`src/rtl/eeprom_cmd_pkg.sv`:
```
package eeprom_cmd_pkg;

  typedef enum logic [2:0] {
    OP_READ   = 3'd0,
    OP_DISARM = 3'd1,
    OP_ARM    = 3'd2,
    OP_PROG   = 3'd3,
    OP_PROGALL = 3'd4,
    OP_ERASE  = 3'd5,
    OP_ERASEALL = 3'd6,
    OP_RELOAD = 3'd7
  } eeOp_e;

  // Strobes from the sequencer to the storage datapath (already latch-gated)
  typedef struct packed {
    logic rd;
    logic prog;
    logic progAll;
    logic erase;
    logic eraseAll;
    logic reload;
  } eeStrobe_t;

endpackage

```
`src/rtl/eeprom_cmd_seq.sv`:
```
module eeprom_cmd_seq
  import eeprom_cmd_pkg::*;
#(
  parameter int ADDR_W      = 7,
  parameter int BUSY_CYCLES = 4
) (
  input  logic              clk,
  input  logic              rstN,
  input  logic              cmdWr,
  input  logic [31:0]       cmdIn,
  input  logic              sigOk,
  output eeStrobe_t         strobe,
  output logic [ADDR_W-1:0] opAddr,
  output logic              busy,
  output logic [31:0]       cmdStatus
);
  localparam int CNT_W  = $clog2(BUSY_CYCLES + 1);
  localparam int PAD_HI = 28 - 10;
  localparam int PAD_LO = 9 - ADDR_W;

  logic [CNT_W-1:0]  busyCnt;
  logic              armed;
  logic              failFlag;
  eeOp_e             lastOp;
  logic [ADDR_W-1:0] lastAddr;
  logic              accept;
  eeOp_e             opCode;
  logic              unusedCmdBits;

  assign opCode        = eeOp_e'(cmdIn[30:28]);
  assign opAddr        = cmdIn[ADDR_W-1:0];
  assign unusedCmdBits = ^{cmdIn[31], cmdIn[27:ADDR_W]};
  assign busy          = (busyCnt != '0);
  assign accept        = cmdWr && !busy;

  always_comb begin
    strobe = '0;
    if (accept) begin
      case (opCode)
        OP_READ:     strobe.rd       = 1'b1;
        OP_PROG:     strobe.prog     = armed;
        OP_PROGALL:  strobe.progAll  = armed;
        OP_ERASE:    strobe.erase    = armed;
        OP_ERASEALL: strobe.eraseAll = armed;
        OP_RELOAD:   strobe.reload   = 1'b1;
        default:     strobe          = '0;
      endcase
    end
  end

  always_ff @(posedge clk or negedge rstN) begin
    if (!rstN) begin
      busyCnt  <= '0;
      armed    <= 1'b0;
      failFlag <= 1'b0;
      lastOp   <= OP_READ;
      lastAddr <= '0;
    end else if (accept) begin
      busyCnt  <= CNT_W'(BUSY_CYCLES);
      lastOp   <= opCode;
      lastAddr <= opAddr;
      failFlag <= (opCode == OP_RELOAD) && !sigOk;
      if (opCode == OP_ARM)         armed <= 1'b1;
      else if (opCode == OP_DISARM) armed <= 1'b0;
    end else if (busy) begin
      busyCnt <= busyCnt - 1'b1;
    end
  end

  assign cmdStatus = {busy, lastOp, {PAD_HI{1'b0}}, failFlag,
                      {PAD_LO{1'b0}}, lastAddr};

endmodule

```
`src/rtl/eeprom_cmd_store.sv`:
```
module eeprom_cmd_store
  import eeprom_cmd_pkg::*;
#(
  parameter int          DEPTH       = 128,
  parameter logic [7:0]  SIGNATURE   = 8'hA5,
  parameter logic [47:0] DEFAULT_MAC = 48'h02005E102030,
  localparam int         ADDR_W      = $clog2(DEPTH)
) (
  input  logic              clk,
  input  logic              rstN,
  input  eeStrobe_t         strobe,
  input  logic [ADDR_W-1:0] opAddr,
  input  logic              dataWr,
  input  logic [7:0]        dataIn,
  output logic [7:0]        dataOut,
  output logic              sigOk,
  output logic [47:0]       macAddr
);
  localparam int MAC_BYTES = 6;

  logic [7:0]  memArr [DEPTH];
  logic [7:0]  dataReg;
  logic [47:0] macReg;
  logic [47:0] imageMac;

  function automatic logic [7:0] factoryByte(int idx);
    if (idx == 0)              return SIGNATURE;
    else if (idx <= MAC_BYTES) return DEFAULT_MAC[8*(MAC_BYTES-idx) +: 8];
    else                       return 8'hFF;
  endfunction

  assign sigOk = (memArr[0] == SIGNATURE);

  // Station address image, byte 1 lands in the top octet
  always_comb begin
    for (int b = 1; b <= MAC_BYTES; b++)
      imageMac[8*(MAC_BYTES-b) +: 8] = memArr[b];
  end

  always_ff @(posedge clk or negedge rstN) begin
    if (!rstN) begin
      for (int i = 0; i < DEPTH; i++) memArr[i] <= factoryByte(i);
    end else begin
      for (int i = 0; i < DEPTH; i++) begin
        if (strobe.eraseAll)
          memArr[i] <= 8'hFF;
        else if (strobe.progAll)
          memArr[i] <= memArr[i] & dataReg;
        else if (opAddr == ADDR_W'(i)) begin
          if (strobe.erase)     memArr[i] <= 8'hFF;
          else if (strobe.prog) memArr[i] <= memArr[i] & dataReg;
        end
      end
    end
  end

  always_ff @(posedge clk or negedge rstN) begin
    if (!rstN)           dataReg <= 8'h00;
    else if (strobe.rd)  dataReg <= memArr[opAddr];
    else if (dataWr)     dataReg <= dataIn;
  end

  always_ff @(posedge clk or negedge rstN) begin
    if (!rstN)                       macReg <= DEFAULT_MAC;
    else if (strobe.reload && sigOk) macReg <= imageMac;
  end

  assign dataOut = dataReg;
  assign macAddr = macReg;

endmodule

```
`src/rtl/eeprom_cmd_ctrl.sv`:
```
module eeprom_cmd_ctrl
  import eeprom_cmd_pkg::*;
#(
  parameter int          DEPTH       = 128,
  parameter int          BUSY_CYCLES = 4,
  parameter logic [7:0]  SIGNATURE   = 8'hA5,
  parameter logic [47:0] DEFAULT_MAC = 48'h02005E102030
) (
  input  logic        clk,
  input  logic        rstN,
  input  logic        cmdWr,
  input  logic [31:0] cmdIn,
  input  logic        dataWr,
  input  logic [7:0]  dataIn,
  output logic [7:0]  dataOut,
  output logic [31:0] cmdStatus,
  output logic        busy,
  output logic [47:0] macAddr
);
  localparam int ADDR_W = $clog2(DEPTH);

  eeStrobe_t         strobe;
  logic [ADDR_W-1:0] opAddr;
  logic              sigOk;

  eeprom_cmd_seq #(
    .ADDR_W(ADDR_W), .BUSY_CYCLES(BUSY_CYCLES)
  ) u_seq (
    .clk(clk), .rstN(rstN), .cmdWr(cmdWr), .cmdIn(cmdIn), .sigOk(sigOk),
    .strobe(strobe), .opAddr(opAddr), .busy(busy), .cmdStatus(cmdStatus)
  );

  eeprom_cmd_store #(
    .DEPTH(DEPTH), .SIGNATURE(SIGNATURE), .DEFAULT_MAC(DEFAULT_MAC)
  ) u_store (
    .clk(clk), .rstN(rstN), .strobe(strobe), .opAddr(opAddr),
    .dataWr(dataWr), .dataIn(dataIn), .dataOut(dataOut),
    .sigOk(sigOk), .macAddr(macAddr)
  );

endmodule

```
`config.mk`:
```
export PLATFORM = sky130hd
export DESIGN_NAME = eeprom_cmd_ctrl
export DESIGN_NICKNAME = d
export VERILOG_FILES = /design/src/rtl/eeprom_cmd_pkg.sv /design/src/rtl/eeprom_cmd_seq.sv /design/src/rtl/eeprom_cmd_store.sv /design/src/rtl/eeprom_cmd_ctrl.sv
export SDC_FILE = /design/constraint.sdc
export NUM_CORES = 2
export LEC_CHECK = 0
export BUFFER_PORTS_ARGS = -buffer_cell sky130_fd_sc_hd__buf_2
export CAP_MARGIN = 0
export CELL_PAD_IN_SITES_DETAIL_PLACEMENT = 1
export CELL_PAD_IN_SITES_GLOBAL_PLACEMENT = 2
export CORE_MARGIN = 5
export CORE_UTILIZATION = 45
export CTS_CLUSTER_SIZE = 14
export DETAILED_ROUTE_END_ITERATION = 10
export PLACE_DENSITY_LB_ADDON = 0.1
export SYNTH_ARGS = -nofsm -noshare
export SYNTH_HDL_FRONTEND = slang
export SYNTH_SLANG_ARGS = --single-unit
```
`constraint.sdc`:
```
create_clock -name clk -period 5.4 [get_ports clk]
set_input_delay 0 -clock clk [delete_from_list [all_inputs] [get_ports clk]]
set_output_delay 0 -clock clk [all_outputs]
set_load 0.03 [all_outputs]
```
==> metrics.md <==
| Metric | Value |
|---|---|
| Status | finished, final reports clean |
| Slew Limit Fails | 0 |
| Die Span X | 344.7 µm |
| Layout cell share with drive strength beyond 1 | 36.54% |
| CTS Buffer Depth | 3 |
| Antenna Nets Post-Route | 0 |
| Final hold vios | 0 |
| Top routing layer in use | met5 |
| Max-cap violations | 0 |
| Ys async rst share | 100.0% |
| Relative slew slack | 20.30% |
| Largest net degree at the start of global routing | 154 |
| Vias per inst | 5.987 |
| Endpoints failing setup | 0 |
| Post-CTS Setup Inserts | 0 |
| FF-to-FF Start | u_seq.busyCnt[0]$_DFFE_PN0P_ |
| Core area | 111,000 µm² |
| Met2 WL | 78.50 mm |
| Pwr per Cell Area | 324.5 nW/µm² |
| Simple-gate area share of the yosys netlist | 11.05% |
| Total die area | 118,800 µm² |
| All-Layer GR Usage | 28.42% |
| WHS Endpoint | u_store.dataOut[4]$_DFFE_PN0P_ |
| Iter 0 DRT Violations | 2,668 |
| Placer Congestion | 0.8253 |
| Total global routing overflow | 0 |
| Largest family of logic cells by synthesized area | multiplexers |
| Flop-to-flop setup slack | 1.77 ns |
| Cts repair resizes | 0 |
| Post-synthesis adder-cell area fraction | 0.04964% |
| Pre-antenna DRT Iters | 5 |
| Synthesized instance count | 4,557 |
| Num rows | 122 |
| Hold Path Class | in2reg |
| First-pass GRT wire length | 255.9 mm |
| Top-Level Pins | 133 |
| CP Launch Type | register |
| Post-synth top area cell | dfstp_2 |
| Clock Skew | 0.02403 ns |
| RSZ-0062 raised after global routing | false |
| Dominant cells by area after synthesis | dfstp_2 52%, o21ai_0 10%, mux4_2 9.6% |
| Nets | 4,557 |
| Yosys cell types | 60 |
| Crit path from | u_seq.busyCnt[0]$_DFFE_PN0P_ |
| Post-Route M1 WL | 76.03 mm |
| Avg Inst Size Synth | 11.06 µm² |
| F_max | 275.5 MHz |
| HPWL Detailed | 105.5 mm |
| FF-to-FF End | u_store.memArr[505]$_DFFE_PN1P_ |
| CTS Buf Count | 132 |
| VDD IR max | 297.3 µV |
| Non-Filler Instances | 6,100 |
| Cell depth of the worst flop-to-flop path | 8 |
| Critical Path RT | 6.05 ns |
| Sequential share of the synthesized area | 56.81% |
| Synthesized area | 50,410 µm² |
| HP Start | dataWr |
| Yosys Warn Count | 0 |
| Flops & latches, synth | 1,095 |
| CTS tree | done |
| CP max FO | 30 |
| Num Clock Sinks | 1,095 |
| Area delta synth->final | 11.52% |
| Number of global-route vias before repair | 38,920 |
| Clk slew on worst S/H paths | 0.06 ns |
| Yosys top cell area share | 51.70% |
| Cells after DPL | 5,836 |
| Starting Density | 45.43% |
| Period minus WS final | 3.629 ns |
| Slew of the pin with the lowest slew margin | 1.192 ns |
| Root Buffer | clkbuf_16 |
| Detailed-route wire length per cell | 27.49 µm |
| Critical path buffers and inverters | 2 |
| Mux cell area share after synthesis | 14.07% |
| Htree depth | 4 |
| Antenna violations before repair | 2 |
| Top_reg_cell synth | dfstp_2 |
| Worst skew pair latency | 0.74 ns |
| Crit end category | register |
| CP Cell Sequence | inv_1 > ha_1 > and3b_1 > nand3_1 > nor2_4 > buf_4 > nand2b_1 > nand2_1 |
| I/O Buffers | 90 |
| WL met3 | 7.810 mm |
| Compound-Gate Fraction of Synth Area | 13.62% |
| CP arrival | 4.28 ns |
| Via count | 36,520 |
| CP peak stage delay | 0.87 ns |
| Remaining DRCs | 0 |
| Critical path's slowest cell | nor2_4 |
| CP Class | reg2reg |
| Critical path's top delay family | simple AND/OR/NAND/NOR gates |
| Post-Synth XOR/XNOR Area | 0.03475% |
| Post-route setup TNS | 0 ns |
| Die Span Y | 344.7 µm |
| Total power | 18.25 mW |
| Hold Path Depth | 3 |
| Number of synthesized flops with an enable pin | 0 |
| Tcrit/Tclk final | 67.21% |
| LEAKAGE | 26.68 nW |
| WL final | 167.7 mm |
==> routing by layer <==
metal / vias to the layer above / GRT usage (%)
li1: 15780 / -
met1: 19590 / 40.63
met2: 887 / 45.28
met3: 269 / 4.257
met4: 2 / 8.655
met5: - / 0
==> area by class of cell <==
cell class,count,area (µm²)
clock buffers,206,4059
flip-flops and latches,1095,28640
inverters,6,22.52
repair buffers,206,1609
well taps,1488,1862
multi-input cells,3070,19740
diodes,1,2.502
clock inverters,28,282.8
fillers,11740,54750
==> worst register-to-register path, stage by stage, from the launching register on <==
cell      delay, ns
dfrtp_1        0.37
inv_1          0.10
ha_1           0.21
and3b_1        0.53
nand3_1        0.29
nor2_4         0.87
buf_4          0.58
nand2b_1       0.43
nand2_1        0.15
==> flip-flops by register name, summed over array words and instances, names as in the netlist <==
name              flops
u_store.memArr      976
u_store.dataOut       8
u_seq.lastAddr        7
u_seq.failFlag        1
u_store.macAddr      48
u_seq.busyCnt         3
u_store.imageMac     48
u_seq.armed           1
u_seq.lastOp          3
==> cells in the mapped netlist, types with 10 or more instances <==
cell,n
nand2b_1,133
mux4_2,215
dfstp_2,992
mux2i_1,121
a211oi_1,17
clkbuf_1,235
a21oi_1,159
a22oi_1,45
dfrtp_1,103
o22ai_1,21
buf_8,10
nor3_1,16
o21ai_0,1035
buf_2,71
buf_1,11
buf_4,44
buf_6,29
nand2_1,1070
nor2_1,35
mux4_1,13
mux2_2,58
nor2b_1,19
==> worst max path at each step <==
stage / to / slack, ns / depth (start not counted)
2_1_floorplan: u_store.dataOut[3]$_DFFE_PN0P_ / 3.21 / 10
3_3_place_gp: u_store.memArr[511]$_DFFE_PN1P_ / 1.88 / 8
3_5_place_dp: u_store.memArr[509]$_DFFE_PN1P_ / 1.80 / 8
4_1_cts: u_store.memArr[706]$_DFFE_PN1P_ / 1.75 / 8
5_1_grt: u_store.memArr[706]$_DFFE_PN1P_ / 1.53 / 8
6_report: u_store.memArr[505]$_DFFE_PN1P_ / 1.77 / 8
==> power breakdown <==
group          switching (mW)  internal, mW  total, mW
clock                    3.52          5.38       8.90
sequential             0.0404          8.31       8.35
combinational           0.722         0.269      0.990
==> placed cells by master, fill, tap and decap left out, types with 35 or more instances in the layout <==
cell type / count
buf_2: 86
clkbuf_8: 35
mux2_2: 58
a21oi_1: 159
clkbuf_16: 138
dfrtp_1: 103
nand2_1: 1070
dfstp_2: 992
o21ai_0: 1035
mux4_2: 215
nand2b_1: 133
buf_4: 73
a22oi_1: 45
mux2i_1: 121
==> cells by family after synthesis <==
group / count (synthesis)
mux: 411
other cells: 1
compound gates: 1309
buf+inv: 411
flops: 1095
fa+ha+maj: 2
simple gates: 1326
xor+xnor: 2
==> metrics by stage <==
step	cell area (µm²)	hold slack (ns)	setup WS, ns	util (%)
after floorplan	50490	-0.2956	3.210	-
after global placement	51590	0.1896	1.883	46.49
after detailed placement	51590	0.1773	1.802	46.49
after CTS	56220	0.009958	1.754	50.66
after global routing	56220	0.01108	1.528	50.66
final	56220	0.05742	1.771	50.66
==> repair_timing <==
| action | in CTS | in global routing |
|---|---|---|
| hold buffers | 29 | 0 |
| setup endpoints to repair | 0 | 0 |
| endpoints found under the hold margin | 162 | 0 |
No activity file was read; power rests on OpenSTA's default activity.
